### src/rtl/xlat_pkg.sv
package xlat_pkg;
  // Strobes from the control to the entry store
  typedef struct packed {
    logic wrEn;    // write the selected way this edge
    logic clrAll;  // drop every valid bit this edge
  } xlatStrobe_t;
endpackage

### src/rtl/xlat_way_match.sv
module xlat_way_match #(
  parameter int TAG_W = 6
) (
  input  logic             entValid,
  input  logic [TAG_W-1:0] entTag,
  input  logic [TAG_W-1:0] probeTag,
  output logic             match
);
  always_comb match = entValid && (entTag == probeTag);
endmodule

### src/rtl/xlat_store.sv
module xlat_store
  import xlat_pkg::*;
#(
  parameter int SET_W  = 2,
  parameter int WAYS   = 4,
  parameter int TAG_W  = 6,
  parameter int PPN_W  = 6,
  parameter int PERM_W = 3
) (
  input  logic                    clk,
  input  logic                    rstN,
  input  xlatStrobe_t             strobe,
  input  logic [SET_W-1:0]        wrSet,
  input  logic [$clog2(WAYS)-1:0] wrWay,
  input  logic [TAG_W-1:0]        wrTag,
  input  logic [PPN_W-1:0]        wrPpn,
  input  logic [PERM_W-1:0]       wrPerm,
  input  logic [SET_W-1:0]        rdSet,
  input  logic [TAG_W-1:0]        rdTag,
  output logic                    rdHit,
  output logic [PPN_W-1:0]        rdPpn,
  output logic [PERM_W-1:0]       rdPerm,
  output logic [WAYS-1:0]         wrSetValid
);
  localparam int SETS = 1 << SET_W;

  logic [WAYS-1:0]   validQ [SETS];
  logic [TAG_W-1:0]  tagQ   [SETS][WAYS];
  logic [PPN_W-1:0]  ppnQ   [SETS][WAYS];
  logic [PERM_W-1:0] permQ  [SETS][WAYS];
  logic [WAYS-1:0]   wayHit;

  // Valid bits: reset and flush clear them; flush wins over a write
  always_ff @(posedge clk or negedge rstN) begin
    if (!rstN) begin
      for (int s = 0; s < SETS; s++) validQ[s] <= '0;
    end else if (strobe.clrAll) begin
      for (int s = 0; s < SETS; s++) validQ[s] <= '0;
    end else if (strobe.wrEn) begin
      validQ[wrSet][wrWay] <= 1'b1;
    end
  end

  // Entry payload, no reset needed behind the valid bits
  always_ff @(posedge clk) begin
    if (strobe.wrEn && !strobe.clrAll) begin
      tagQ[wrSet][wrWay]  <= wrTag;
      ppnQ[wrSet][wrWay]  <= wrPpn;
      permQ[wrSet][wrWay] <= wrPerm;
    end
  end

  // One comparator per way of the addressed set
  for (genvar w = 0; w < WAYS; w++) begin : gWay
    xlat_way_match #(.TAG_W(TAG_W)) uMatch (
      .entValid (validQ[rdSet][w]),
      .entTag   (tagQ[rdSet][w]),
      .probeTag (rdTag),
      .match    (wayHit[w])
    );
  end

  // Lowest matching way drives the outputs
  always_comb begin
    rdPpn  = '0;
    rdPerm = '0;
    for (int w = WAYS - 1; w >= 0; w--) begin
      if (wayHit[w]) begin
        rdPpn  = ppnQ[rdSet][w];
        rdPerm = permQ[rdSet][w];
      end
    end
    rdHit = |wayHit;
  end

  always_comb wrSetValid = validQ[wrSet];

  // nothing survives a flush
  a_r8_flush_empties: assert property (@(posedge clk) disable iff (!rstN)
    strobe.clrAll |=> !rdHit);

  // a written entry is found from the next cycle on
  a_r4_write_visible: assert property (@(posedge clk) disable iff (!rstN)
    (strobe.wrEn && !strobe.clrAll) |=>
      (rdSet != $past(wrSet) || rdTag != $past(wrTag) || rdHit));
endmodule

### src/rtl/xlat_ctrl.sv
module xlat_ctrl
  import xlat_pkg::*;
#(
  parameter int SET_W = 2,
  parameter int WAYS  = 4
) (
  input  logic                    clk,
  input  logic                    rstN,
  input  logic                    refillWe,
  input  logic                    refillPteValid,
  input  logic                    flushAll,
  input  logic [SET_W-1:0]        refillSet,
  input  logic [WAYS-1:0]         setValid,
  output xlatStrobe_t             strobe,
  output logic [$clog2(WAYS)-1:0] wrWay
);
  localparam int SETS  = 1 << SET_W;
  localparam int WAY_W = $clog2(WAYS);

  logic [WAY_W-1:0] rrQ [SETS];
  logic [WAY_W-1:0] firstFree;
  logic             allValid;

  always_comb begin
    firstFree = '0;
    for (int w = WAYS - 1; w >= 0; w--) begin
      if (!setValid[w]) firstFree = WAY_W'(w);
    end
    allValid = &setValid;
  end

  always_comb begin
    strobe.clrAll = flushAll;
    strobe.wrEn   = refillWe && refillPteValid && !flushAll;
    wrWay         = allValid ? rrQ[refillSet] : firstFree;
  end

  // Per-set round-robin pointers, moved only by a replacement
  always_ff @(posedge clk or negedge rstN) begin
    if (!rstN) begin
      for (int s = 0; s < SETS; s++) rrQ[s] <= '0;
    end else if (strobe.wrEn && allValid) begin
      if (rrQ[refillSet] == WAY_W'(WAYS - 1)) rrQ[refillSet] <= '0;
      else rrQ[refillSet] <= rrQ[refillSet] + WAY_W'(1);
    end
  end

  // with space left, never overwrite a valid way
  a_r6_take_free_way: assert property (@(posedge clk) disable iff (!rstN)
    (strobe.wrEn && !allValid) |-> !setValid[wrWay]);

  // an entry marked invalid is never written
  a_r5_drop_invalid: assert property (@(posedge clk) disable iff (!rstN)
    (refillWe && !refillPteValid) |-> !strobe.wrEn);

  // a flush blocks a refill in the same cycle
  a_r8_flush_priority: assert property (@(posedge clk) disable iff (!rstN)
    flushAll |-> !strobe.wrEn);

  // a replacement moves the pointer of its set
  a_r7_pointer_moves: assert property (@(posedge clk) disable iff (!rstN)
    (strobe.wrEn && allValid) |=> rrQ[$past(refillSet)] != $past(rrQ[refillSet]));
endmodule

### src/rtl/xlat_cache.sv
module xlat_cache
  import xlat_pkg::*;
#(
  parameter int VPN_W  = 8,
  parameter int SET_W  = 2,
  parameter int WAYS   = 4,
  parameter int PPN_W  = 6,
  parameter int PERM_W = 3
) (
  input  logic              clk,
  input  logic              rstN,
  input  logic              lookupReq,
  input  logic [VPN_W-1:0]  lookupVpn,
  output logic              hit,
  output logic [PPN_W-1:0]  hitPpn,
  output logic [PERM_W-1:0] hitPerm,
  output logic              missReq,
  output logic [VPN_W-1:0]  missVpn,
  input  logic              refillWe,
  input  logic [VPN_W-1:0]  refillVpn,
  input  logic [PPN_W-1:0]  refillPpn,
  input  logic [PERM_W-1:0] refillPerm,
  input  logic              refillPteValid,
  input  logic              flushAll
);
  localparam int TAG_W = VPN_W - SET_W;
  localparam int WAY_W = $clog2(WAYS);

  xlatStrobe_t      strobe;
  logic [WAY_W-1:0] wrWay;
  logic [WAYS-1:0]  setValid;
  logic             rdHit;

  xlat_ctrl #(.SET_W(SET_W), .WAYS(WAYS)) uCtrl (
    .clk            (clk),
    .rstN           (rstN),
    .refillWe       (refillWe),
    .refillPteValid (refillPteValid),
    .flushAll       (flushAll),
    .refillSet      (refillVpn[SET_W-1:0]),
    .setValid       (setValid),
    .strobe         (strobe),
    .wrWay          (wrWay)
  );

  xlat_store #(
    .SET_W(SET_W), .WAYS(WAYS), .TAG_W(TAG_W), .PPN_W(PPN_W), .PERM_W(PERM_W)
  ) uStore (
    .clk        (clk),
    .rstN       (rstN),
    .strobe     (strobe),
    .wrSet      (refillVpn[SET_W-1:0]),
    .wrWay      (wrWay),
    .wrTag      (refillVpn[VPN_W-1:SET_W]),
    .wrPpn      (refillPpn),
    .wrPerm     (refillPerm),
    .rdSet      (lookupVpn[SET_W-1:0]),
    .rdTag      (lookupVpn[VPN_W-1:SET_W]),
    .rdHit      (rdHit),
    .rdPpn      (hitPpn),
    .rdPerm     (hitPerm),
    .wrSetValid (setValid)
  );

  always_comb begin
    hit     = lookupReq && rdHit;
    missReq = lookupReq && !rdHit;
    missVpn = lookupVpn;
  end

  // an idle lookup port raises nothing
  a_r3_idle_quiet: assert property (@(posedge clk) disable iff (!rstN)
    !lookupReq |-> (!hit && !missReq));

  // hit and miss request never together
  a_r3_hit_excludes_miss: assert property (@(posedge clk) disable iff (!rstN)
    hit |-> !missReq);
endmodule

### config.mk
export PLATFORM = sky130hd
export DESIGN_NAME = xlat_cache
export DESIGN_NICKNAME = d
export VERILOG_FILES = /design/src/rtl/xlat_pkg.sv /design/src/rtl/xlat_way_match.sv /design/src/rtl/xlat_store.sv /design/src/rtl/xlat_ctrl.sv /design/src/rtl/xlat_cache.sv
export SDC_FILE = /design/constraint.sdc
export NUM_CORES = 1
export LEC_CHECK = 0
export ABC_CLOCK_PERIOD_IN_PS = 3400
export BUFFER_PORTS_ARGS = -buffer_cell sky130_fd_sc_hd__buf_2
export CELL_PAD_IN_SITES_DETAIL_PLACEMENT = 1
export CELL_PAD_IN_SITES_GLOBAL_PLACEMENT = 2
export CORE_ASPECT_RATIO = 1.25
export CORE_UTILIZATION = 45
export DETAILED_ROUTE_END_ITERATION = 12
export GPL_TIMING_DRIVEN = 0
export HOLD_SLACK_MARGIN = 0.05
export PLACE_DENSITY_LB_ADDON = 0.1
export SETUP_SLACK_MARGIN = 0.02
export SYNTH_ARGS = -nofsm -noshare
export SYNTH_HDL_FRONTEND = slang
export SYNTH_SLANG_ARGS = --single-unit
### constraint.sdc
create_clock -name clk -period 3.4 [get_ports clk]
set_input_delay 0.68 -clock clk [delete_from_list [all_inputs] [get_ports clk]]
set_output_delay 0.68 -clock clk [all_outputs]
set_load 0.03 [all_outputs]
Word-level counts from Yosys, hierarchy flattened
Memory sizes are Yosys's and may differ from the RTL's.
Index checks and enable logic that the tools add are counted.
{"block": "totals", "regBits": 24, "mem_bits_rw": 240, "in_bits": 31, "out_inout_bits": 19, "word_cells": 87, "n_memories": 3}
{"name": "uStore.ppnQ", "words": 4, "word_bits": 24, "read_ports": 1, "rd_ports_with_merged_regs": 0, "write_ports": 1, "line_no": "xlat_store.sv:29", "source": "logic [PPN_W-1:0] ppnQ [SETS][WAYS];"}
{"name": "uStore.tagQ", "words": 4, "word_bits": 24, "read_ports": 1, "rd_ports_with_merged_regs": 0, "write_ports": 1, "line_no": "xlat_store.sv:28", "source": "logic [TAG_W-1:0] tagQ [SETS][WAYS];"}
{"name": "uStore.permQ", "words": 4, "word_bits": 12, "read_ports": 1, "rd_ports_with_merged_regs": 0, "write_ports": 1, "line_no": "xlat_store.sv:30", "source": "logic [PERM_W-1:0] permQ [SETS][WAYS];"}
{"block": "classes", "addsub": 1, "n_lt_le_gt_ge": 7, "n_eq_ne": 5, "muxes": 39, "n_bitwise": 6, "n_reduce_logical": 18}
{"op": "two-way mux 16 bit", "count": 2}
{"op": "two-way mux 6 bit", "count": 5}
{"op": "equality test 6 bit", "count": 4}
{"op": "two-way mux 24 bit", "count": 1}
{"op": "two-way mux 4 bit", "count": 5}
{"op": "binary-select mux 4 bit (select 2 bit)", "count": 2}
{"op": "two-way mux 2 bit", "count": 8}
{"op": "bitwise OR 16 bit", "count": 1}
{"op": "two-way mux 3 bit", "count": 5}
{"op": "logical AND 1 bit", "count": 13}
{"op": "demux 6 bit (select 2 bit)", "count": 1}
{"op": "two-way mux 12 bit", "count": 1}
{"op": "greater-or-equal comparator 3 bit, second input constant", "count": 3}
{"op": "inverter 2 -> 3 bit", "count": 3}
{"op": "bitwise AND 8 bit", "count": 1}
{"op": "bitwise mux 8 bit", "count": 1}
{"op": "demux 4 bit (select 2 bit)", "count": 1}
{"op": "two-way mux 8 bit", "count": 1}
{"op": "inverter 8 bit", "count": 1}
{"op": "demux 3 bit (select 2 bit)", "count": 1}
{"op": "< comparator 3 x 1 -> 1 bit, second input constant", "count": 2}
{"op": "binary-select mux 2 bit (select 2 bit)", "count": 1}
{"op": "demux 2 bit (select 2 bit)", "count": 1}
{"op": "AND reduction 4 bit", "count": 1}
{"op": "other kinds (9)", "count": 11}

Depth between registers and ports, before layout
Gate-level depths: netlist of the first run.
{"block": "depth", "word_depth": 18, "ltp_mapped": 10, "depth_no_buf": 6}

Cells and area by module
Synthesis of the first run repeated with hierarchy kept, for this count alone.
{"block": "unflattened", "hier_cells": 579, "area_unflattened_um2": 10821.6}
{"mod": "xlat_store", "n_inst": 1, "cells_per_inst": 484, "area_each_um2": 9929.5, "seq_area_each_um2": 7607.3}
{"mod": "xlat_ctrl", "n_inst": 1, "cells_per_inst": 53, "area_each_um2": 530.5, "seq_area_each_um2": 200.2}
{"mod": "xlat_way_match", "n_inst": 4, "cells_per_inst": 8, "area_each_um2": 71.3, "seq_area_each_um2": 0.0}
{"mod": "xlat_cache", "n_inst": 1, "cells_per_inst": 10, "area_each_um2": 76.3, "seq_area_each_um2": 0.0}

Worst setup path before layout of the first run
Ideal clock, no wire load.
{"block": "synth_path", "path_kind": "input-to-output", "startpoint": "input port lookupVpn[0]", "endpoint": "output port hitPerm[0]", "arrival_time_ns": 2.935, "t_required_ns": 2.720, "setup_slack_ns": -0.215, "stages": 7, "cell_sequence": "buf_6 > buf_6 > buf_4 > or4_4 > a2111oi_4 > nand3_1 > a31oi_1"}
{"block": "synth_between", "elab_chain_cells": 9, "elab_cells_between_ends": 18, "classes_between": "eq/ne: 4; mux: 7; bitwise: 1; reduce/logical: 4; memory: 2"}
{"item": "from (decl)", "line_no": "xlat_cache.sv:13", "source": "input logic [VPN_W-1:0] lookupVpn,"}
{"item": "parallel branches: the longest is 8 deep, another holds memory (4 x 24 bit)"}
{"item": "two-way mux 3 bit *", "line_no": "xlat_store.sv:68", "source": "if (wayHit[w]) begin"}
{"item": "to (decl)", "line_no": "xlat_cache.sv:16", "source": "output logic [PERM_W-1:0] hitPerm,"}
Mark *: on every way between the ends. The select of a mux whose other input is x is not followed.

Final worst setup path of the first run
{"block": "layout_path", "startpoint": "memory uStore.tagQ[3][23] (netlist bit)", "endpoint": "output port hitPpn[5]"}
{"block": "layout_between", "elab_chain_cells": 4}
{"item": "from (decl)", "line_no": "xlat_store.sv:28"}
{"item": "memory (4 x 24 bit)"}
{"item": "equality test 6 bit", "line_no": "xlat_way_match.sv:9", "source": "always_comb match = entValid && (entTag == probeTag);"}
{"item": "logical AND 1 bit", "line_no": "xlat_way_match.sv:9"}
{"item": "two-way mux 6 bit", "line_no": "xlat_store.sv:68"}
{"item": "to (decl)", "line_no": "xlat_cache.sv:15", "source": "output logic [PPN_W-1:0] hitPpn,"}
Every way passes these cells.

==> results of run 1 <==
[cell usage after synthesis (all sizes together) (2+ instances only)]
cell / n / area, um^2
nand2: 18 / 67.6
nor4: 2 / 27.5
xnor2: 13 / 114
and2: 2 / 12.5
inv: 27 / 101
nor2: 25 / 93.8
or3: 2 / 12.5
or2: 2 / 12.5
xor2: 18 / 158
nand3: 13 / 65.1
a32oi: 2 / 17.5
o32ai: 2 / 25.0
mux2i: 27 / 270
o22ai: 16 / 100
nand4: 11 / 68.8
dfrtp: 24 / 601
mux4: 59 / 1330
o21ai: 4 / 20.0
mux2: 10 / 113
buf: 25 / 169
a21boi: 2 / 15.0
clkbuf: 14 / 52.6
a31oi: 9 / 56.3
edfxtp: 240 / 7210
nand2b: 2 / 12.5
[critical path: stages, from the launching register on]
cell	delay (ns)
edfxtp_1	0.37
mux4_2	0.52
xor2_2	0.18
nor4_4	0.32
nand3_2	0.15
buf_8	0.18
buf_8	0.14
mux2i_4	0.21
a31oi_4	0.16
buf_6	0.15
[registers in the layout, indices dropped and copies added, names as in the netlist]
signal / flops
uStore.tagQ: 96
uStore.ppnQ: 96
uStore.permQ: 48
uStore.validQ: 16
uCtrl.rrQ: 8
[power by group]
group          internal [uW]  switching [uW]  total, uW
logic                    139             209        348
clock network           1500            1140       2650
registers               3550            3.79       3560
total                   5190            1360       6550
[logic make-up (layout without fill, tap and decap cells)]
family	after synthesis	in the layout	synth area share (%)
buf+inv	66	174	2.99
compound gates	36	36	2.42
fa+ha+maj	1	1	0.116
simple gates	82	82	3.83
flops	264	264	72.3
xor+xnor	31	31	2.51
mux	96	96	15.8
[cell type report]
cell class	instances	share of cell area [%]
sequential	264	59.8
multi-input combinational	246	23.3
clock buffer	42	5.76
timing repair buffer	63	5.12
tap	292	2.80
buffer	38	2.28
inverter	27	0.776
clock inverter	4	0.153
[worst max path at each step]
stage / start / to / depth (start not counted)
after CTS: uStore.tagQ[2][22]$_DFFE_PP_ / hitPpn[5] / 9
after detailed placement: lookupVpn[1] / hitPpn[5] / 9
final: uStore.tagQ[3][23]$_DFFE_PP_ / hitPpn[5] / 9
after global placement: lookupVpn[1] / hitPpn[5] / 9
after global routing: uStore.tagQ[3][23]$_DFFE_PP_ / hitPpn[5] / 9
after floorplan: lookupVpn[0] / hitPerm[2] / 7
[routing by layer]
| metal | share of wire [%] | global-route usage [%] | vias to the layer above |
|---|---|---|---|
| met5 | 0 | 0 | - |
| met4 | 1.7 | 5.57 | 0 |
| met3 | 3.6 | 2.55 | 28 |
| met2 | 54 | 39.2 | 100 |
| met1 | 41 | 26.3 | 2914 |
| li1 | - | - | 2455 |
[stage by stage]
step	util, %	cells	setup slack [ns]	hold WS (ns)
2_1_floorplan	-	576	0.0360	0.384
3_3_place_gp	48.8	907	-1.03	0.485
3_5_place_dp	50.0	921	-1.02	0.494
4_1_cts	55.0	976	-0.255	0.136
5_1_grt	55.2	976	-0.286	0.171
6_report	55.2	976	-0.187	0.148
[what timing repair did]
action,4_1_cts,5_1_grt
resized for setup,64,12
pin swaps,8,3
endpoints found under the hold margin,0,0
endpoints found under the setup margin,11,11
hold buffers,0,0
buffers inserted,9,0
gates cloned,1,0
==> results.json, run 1 <==
{
  "power_density_nw_per_um2": 502,
  "chipWidth_um": 141,
  "reg2reg_setup_slack_ns": 0.60,
  "start_util_pct": 45.7,
  "layout_common_cells": "edfxtp_1 (240), mux4_2 (59), buf_2 (31), inv_1 (27), clkbuf_16 (27)",
  "rr_endpoint": "uStore.ppnQ[3][5]$_DFFE_PP_",
  "portBuffers": 39,
  "max-slew-margin-rel_pct": 38.6,
  "synth_cells": 576,
  "p_total_uw": 6550,
  "ys.flop_type": "edfxtp_1",
  "coreArea_um2": 23600,
  "grt_max_degree": 25,
  "drt_first_pass_iters": 4,
  "crit_type": "flop to output pin",
  "violations": "negative setup slack",
  "gp_congestion": 0.746,
  "ant_nets": 0,
  "fmax_mhz": 279,
  "setup_slack_ns": -0.187,
  "dp_hpwl_mm": 17.0,
  "io_pins": 50,
  "p_leak_uw": 0.00436,
  "r2r_cells": 6,
  "crit_fanout": 6,
  "ys_seq_area_share_pct": 72.3,
  "setup_tns_ns": -1.57,
  "cts_sinks": 264,
  "clkTransAtPathRegs_ns": 0.06,
  "regArea_um2": 7810,
  "rows": 63,
  "cp-end-kind": "output pin",
  "grt_pass1_wl_mm": 37.8,
  "max_cap_viol_count": 0,
  "grt_pass1_vias": 6076,
  "route.vias.total": 5497,
  "n_antenna_cell": 0,
  "rsz0062_at_grt": "true",
  "critPathArrivalTime_ns": 2.91,
  "drt_iter0_drc": 308,
  "cts.path.max_buffers": 3,
  "fin_nets": 698,
  "avgSynthCellArea_um2": 18.8,
  "design_area_um2": 13100,
  "synth_cell_types": 36,
  "synthArstFlopShare_pct": 9.09,
  "root_buffer": "clkbuf_16",
  "cp.required_ns": 2.72,
  "cts_tree": "done",
  "ys_warn_count": 0,
  "worstSetupStartpointType": "flop",
  "clock_latency_ns": 0.52,
  "fin_crit_sh_pct": 106,
  "drive_gt1_share_pct": 35.7,
  "wl_per_cell_um": 25.7,
  "die_area_um2": 24600,
  "syn-num-nets": 608,
  "layout_commonest_cell": "edfxtp_1",
  "antenna_found_initial": 0,
  "area_growth_pct": 20.9,
  "finalCriticalPeriod_ns": 3.59,
  "tightestPinTransition_ns": 0.920,
  "die_height_um": 175,
  "cts_inserted_buffers": 26,
  "nFillCells": 2099,
  "r2r_start": "uStore.validQ[3]$_DFFE_PN0P_",
  "routed_via_density": 5.63,
  "ys_ff_latch": 264,
  "syn_area_um2": 10800,
  "track_usage_pct": 21.2,
  "fin_skew_ns": 0.0116,
  "setup_viol_count_final": 10,
  "dpl-instance-area_um2": 11800,
  "hold_viol": 0,
  "drcViolationCount": 0,
  "multi_input_area_um2": 3050,
  "synth-edff-count": 240,
  "grt_overflow": 0,
  "ctsHtreeMaxLevel": 1,
  "wl_mm": 25.1,
  "hold_path_class": "input port to async pin",
  "outcome": "complete, but fails checks",
  "ir_drop_uv": 414,
  "slew_violations": 0
}
Note: power is estimated with default switching activity, not from simulation.
==> run 2: changes to the inputs <==
Settings changed: CORE_UTILIZATION 45 to 47.
==> run 2 against run 1 <==
Effect of this change: die area is 4.2% lower; critical endpoint is now hitPpn[0]; sequential share of layout area is 0.38 points lower; critical path type unchanged; largest power group unchanged; utilization is 3.5 points higher; flip-flop and latch count stayed put; the run still ends with negative setup slack left; sequential power hardly changed; combinational power is 5% higher; global-route usage is 1.7 points higher; setup slack worse by 0.071 ns.
==> results.json, run 2 (same netlist as run 1, synthesis figures left out) <==
{
  "drt_iter0_drc": 354,
  "start_util_pct": 48.3,
  "gp_congestion": 0.769,
  "wl_mm": 25.3,
  "r2r_start": "uStore.validQ[3]$_DFFE_PN0P_",
  "p_switching_uw": 1370,
  "dp_hpwl_mm": 17.1,
  "crit_fanout": 5,
  "layout_commonest_cell": "edfxtp_1",
  "dpl-instance-area_um2": 11800,
  "nFillCells": 1963,
  "cts_tree": "done",
  "antenna_found_initial": 0,
  "rsz0062_at_grt": "true",
  "drive_gt1_share_pct": 37.2,
  "power_frac_clock_pct": 41.0,
  "coreArea_um2": 22400,
  "die_area_um2": 23600,
  "p_int_uw": 5280,
  "worstSetupStartpointType": "flop",
  "routed_via_density": 5.69,
  "grt_pass1_vias": 6108,
  "die_height_um": 171,
  "fin_nets": 710,
  "violations": "negative setup slack",
  "ir_drop_uv": 398,
  "root_buffer": "clkbuf_16",
  "grt_overflow": 0,
  "reg2reg_setup_slack_ns": 0.61,
  "tightestPinTransition_ns": 0.914,
  "outcome": "complete, but fails checks",
  "critPathArrivalTime_ns": 2.98,
  "cp-end-kind": "output pin",
  "chipWidth_um": 138,
  "cts_inserted_buffers": 26,
  "worstSetupStartpoint": "uStore.tagQ[2][22]$_DFFE_PP_",
  "grt_max_degree": 25,
  "clkTransAtPathRegs_ns": 0.06,
  "drcViolationCount": 0,
  "ant_nets": 0,
  "pwr-share-seq_pct": 53.5,
  "fin_skew_ns": 0.00936,
  "setup_tns_ns": -2.12,
  "grt_pass1_wl_mm": 38.4,
  "final_core_util_pct": 58.8,
  "drt_first_pass_iters": 5,
  "crit_type": "flop to output pin",
  "rr_endpoint": "uStore.permQ[2][7]$_DFFE_PP_",
  "setup_viol_count_final": 11,
  "cp.required_ns": 2.72,
  "cts_sinks": 264,
  "route.vias.total": 5581,
  "hold_buffers": 0,
  "design_area_um2": 13100,
  "power_density_nw_per_um2": 506,
  "dpl_worst_slack_ns": -1.05,
  "portBuffers": 39,
  "fmax_mhz": 273,
  "rows": 61,
  "power_frac_comb_pct": 5.5,
  "hold_viol": 0,
  "fin_crit_sh_pct": 108,
  "cts.path.max_buffers": 3,
  "max_cap_viol_count": 0,
  "track_usage_pct": 23.0,
  "n_antenna_cell": 0,
  "io_pins": 50,
  "clock_latency_ns": 0.53,
  "p_sw_share_pct": 20.5,
  "r2r_cells": 6,
  "hold_path_class": "input port to async pin",
  "finalCriticalPeriod_ns": 3.66,
  "setup_slack_ns": -0.258,
  "area_growth_pct": 21.7,
  "wl_per_cell_um": 25.8,
  "max-slew-margin-rel_pct": 39.0,
  "top_regs": "uStore.ppnQ x96, uStore.tagQ x96, uStore.permQ x48",
  "slew_violations": 0,
  "layout_common_cells": "edfxtp_1 (240), mux4_2 (59), buf_2 (33), inv_1 (27), clkbuf_16 (27)",
  "p_leak_uw": 0.00444,
  "ctsHtreeMaxLevel": 1
}
## run 2: cell count changes in the layout (fill, tap and decap cells not counted), moves of 3 or more
cell and change:
clkinv_1 +4, clkbuf_1 -7, buf_4 +7, buf_6 +3
## run 2: critical path, stage by stage (launching register included)
cell	delay, ns
edfxtp_1	0.36
mux4_2	0.49
xor2_2	0.18
nor4_4	0.35
nand3_2	0.19
buf_2	0.26
mux2i_2	0.40
a31oi_4	0.05
buf_6	0.15
## run 2: how the worst max path moves through the flow
| stage | to | depth (start not counted) | slack [ns] |
|---|---|---|---|
| 4_1_cts | hitPpn[0] | 9 | -0.28 |
| 2_1_floorplan | hitPerm[2] | 7 | 0.04 |
| 6_report | hitPpn[0] | 8 | -0.26 |
| 5_1_grt | hitPpn[0] | 9 | -0.37 |
| 3_3_place_gp | hitPpn[5] | 9 | -1.01 |
| 3_5_place_dp | hitPpn[5] | 9 | -1.05 |
## run 2: layer usage
layer  vias up  track usage (%)  wire (um)
met5         -                0          0
met4         0             5.16        455
met3        31             3.04       1080
met2       120             41.7      13700
met1      2947             29.0      10100
li1       2483                -          -
## run 2: area by class of cell
type	count	area, um^2	share of cell area [%]
inverters	27	101	0.771
multi-input cells	246	3030	23.0
repair buffers	75	722	5.49
clock inverters	10	67.6	0.514
well taps	283	354	2.69
clock buffers	37	743	5.65
plain buffers	38	320	2.44
flip-flops and latches	264	7810	59.4
## run 2: power groups by stage
stage | clock network [uW] | logic, uW | registers, uW
after floorplan | 0 | 203 | 3620
after global placement | 0 | 319 | 3620
after detailed placement | 0 | 335 | 3620
after CTS | 2780 | 367 | 3560
after global routing | 2900 | 392 | 3560
final | 2730 | 364 | 3560
## run 2: stage by stage
step                power [uW]  hold slack (ns)  std cells
detailed placement        3960            0.497        913
finish                    6650            0.136        980
global route              6850            0.162        980
CTS                       6710            0.134        979
global placement          3940            0.485        898
floorplan                 3830            0.384        576
## run 2: timing repair
item,in CTS,in global routing
endpoints found under the setup margin,11,11
resized for setup,74,5
setup buffers,17,1
pin swaps,10,3
cloned,3,0
==> run 3: changes to the inputs <==
Settings changed: CELL_PAD_IN_SITES_DETAIL_PLACEMENT 1 to default, CELL_PAD_IN_SITES_GLOBAL_PLACEMENT 2 to default, CORE_UTILIZATION 47 to 50, GPL_ROUTABILITY_DRIVEN from default to 0, GPL_TIMING_DRIVEN 0 to default, PLACE_DENSITY from default to 0.67, PLACE_DENSITY_LB_ADDON 0.1 to default.
==> run 3 against run 2 <==
Effect of this change: the run still ends with negative setup slack left; combinational power down 5.5%; maximum frequency up 2.8%; cell area down 1.8%; global-route usage down 1.2 points; clock skew up 0.0097 ns; sequential share of layout area up 1.1 points; power up 0.51%; sequential power about the same; clock power up 2%; non-clock buffer count down 5; count of clock-buffer cells in the layout down 4; critical path type is now input port to output pin; highest routed layer unchanged.
==> results.json, run 3 (same netlist as run 1, synthesis figures left out) <==
{
  "fmax_mhz": 281,
  "grt_overflow": 0,
  "outcome": "complete, but fails checks",
  "setup_slack_ns": -0.158,
  "crit_type": "input port to output pin",
  "wl_per_cell_um": 24.1,
  "clkTransAtPathRegs_ns": 0.06,
  "violations": "negative setup slack",
  "track_usage_pct": 21.8,
  "path_delay_family": "simple AND/OR/NAND/NOR gates",
  "antenna_found_initial": 0,
  "power_density_nw_per_um2": 518,
  "cpPeakStageDelay_ns": 0.55,
  "max_cap_viol_count": 0,
  "ant_nets": 0,
  "n_antenna_cell": 0,
  "layout_common_cells": "edfxtp_1 (240), mux4_2 (59), buf_4 (49), buf_2 (36), inv_1 (27)",
  "cts_sinks": 264,
  "drive_gt1_share_pct": 36.7,
  "fin_skew_ns": 0.0190,
  "crit_top_cell": "buf_6",
  "cp_num_buf_inv": 4,
  "finalCriticalPeriod_ns": 3.56,
  "worst_path_max_delay_cell": "or4_4",
  "portBuffers": 49,
  "grt_max_degree": 26,
  "route.vias.total": 5536,
  "drt_iter0_drc": 363,
  "cts_tree": "done",
  "tightestPinTransition_ns": 0.540,
  "ir_drop_uv": 335,
  "fin_crit_sh_pct": 105,
  "routed_via_density": 5.72,
  "die_height_um": 166,
  "start_util_pct": 51.5,
  "p_leak_uw": 0.00438,
  "cts_inserted_buffers": 26,
  "rows": 59,
  "hold_buffers": 0,
  "clock_latency_ns": 0.53,
  "p_int_uw": 5330,
  "max-slew-margin-rel_pct": 63.9,
  "path_cells": "buf_6, mux2i_1, xnor2_1, or4_4, a2111oi_4, buf_4, buf_6, nand3_1, a31oi_4, buf_6",
  "dp_hpwl_mm": 15.6,
  "drt_first_pass_iters": 5,
  "crit_fanout": 11,
  "layout_commonest_cell": "edfxtp_1",
  "grt_pass1_vias": 5914,
  "fin_nets": 705,
  "cts.path.max_buffers": 3,
  "top_regs": "uStore.ppnQ x96, uStore.tagQ x96, uStore.permQ x48",
  "final_core_util_pct": 61.5,
  "io_pins": 50,
  "setup_tns_ns": -1.39,
  "worstSetupStartpointType": "input port",
  "p_sw_share_pct": 20.2,
  "wl_mm": 23.3,
  "p_switching_uw": 1350,
  "hold_path_class": "input port to async pin",
  "cp-end-kind": "output pin",
  "power_frac_clock_pct": 41.6,
  "critPathArrivalTime_ns": 2.88,
  "ctsHtreeMaxLevel": 1,
  "pwr-share-seq_pct": 53.2,
  "slew_violations": 0,
  "rsz0062_at_grt": "true",
  "cp.required_ns": 2.72,
  "grt_pass1_wl_mm": 35.2,
  "drcViolationCount": 0,
  "nFillCells": 1537,
  "chipWidth_um": 133,
  "power_frac_comb_pct": 5.2,
  "coreArea_um2": 21000,
  "area_growth_pct": 19.5,
  "hold_slack_ns": 0.135,
  "die_area_um2": 22200,
  "setup_viol_count_final": 11,
  "root_buffer": "clkbuf_16",
  "hold_viol": 0
}
-- run 3: changes by cell type in the layout (fill, tap and decap cells not counted), sizes merged --
| cell | delta |
|---|---|
| clkbuf | -17 |
| buf | +8 |
| bufinv | +2 |
| clkinv | +2 |
| clkinvlp | +1 |
-- run 3: final cells by class --
class	count	area, um^2	share of cell area [%]
Sequential cell	264	7810	60.5
Multi-Input combinational cell	246	2960	22.9
Timing Repair Buffer	108	858	6.65
Clock buffer	33	677	5.25
Tap cell	274	343	2.66
Clock inverter	15	156	1.21
Inverter	27	101	0.785
-- run 3: timing repair --
action | CTS | global route
endpoints found under the hold margin | 0 | 0
gates resized for setup | 53 | 4
pin swaps | 4 | 2
endpoints found under the setup margin | 11 | 11
cloned | 0 | 1
buffers inserted | 0 | 1
-- run 3: path summary, 6_finish.rpt --
| kind | from | slack (ns) | cells past startpoint | to |
|---|---|---|---|---|
| worst max-delay path | lookupVpn[1] | -0.16 | 10 | hitPpn[4] |
| worst min-delay path | rstN | 0.13 | 1 | uCtrl.rrQ[1]$_DFFE_PN0P_ |
| worst max register to register | uStore.validQ[3]$_DFFE_PN0P_ | 0.96 | 7 | uStore.ppnQ[1][0]$_DFFE_PP_ |
| worst min register to register | uCtrl.rrQ[0]$_DFFE_PN0P_ | 0.52 | 1 | uCtrl.rrQ[0]$_DFFE_PN0P_ |
| max in group asynchronous | rstN | 2.90 | 1 | uStore.validQ[14]$_DFFE_PN0P_ |
| min in group clk | uCtrl.rrQ[0]$_DFFE_PN0P_ | 0.52 | 1 | uCtrl.rrQ[0]$_DFFE_PN0P_ |
-- run 3: layer usage --
metal | wire length [um] | vias up | part of all wire [%] | global-route usage (%)
met2 | 13000 | 117 | 56 | 40.4
met4 | 258 | 0 | 1.1 | 4.45
met5 | 0 | - | 0 | 0
li1 | - | 2473 | - | -
met1 | 9240 | 2924 | 40 | 27.2
met3 | 834 | 22 | 3.6 | 2.63
-- run 3: power groups by stage --
stage	combinational [uW]	sequential [uW]	clock (uW)
finish	344	3560	2780
global route	369	3560	2940
CTS	348	3560	2840
detailed placement	335	3620	0
global placement	326	3620	0
floorplan	203	3620	0
-- run 3: metrics by stage --
step | instance area (um^2) | cells | total power (uW) | setup slack, ns
after global placement | 11800 | 917 | 3950 | -0.320
after global routing | 12900 | 967 | 6870 | -0.262
final | 12900 | 967 | 6680 | -0.158
after detailed placement | 11800 | 917 | 3960 | -0.357
after floorplan | 11000 | 576 | 3830 | 0.0360
after CTS | 12900 | 965 | 6740 | -0.182
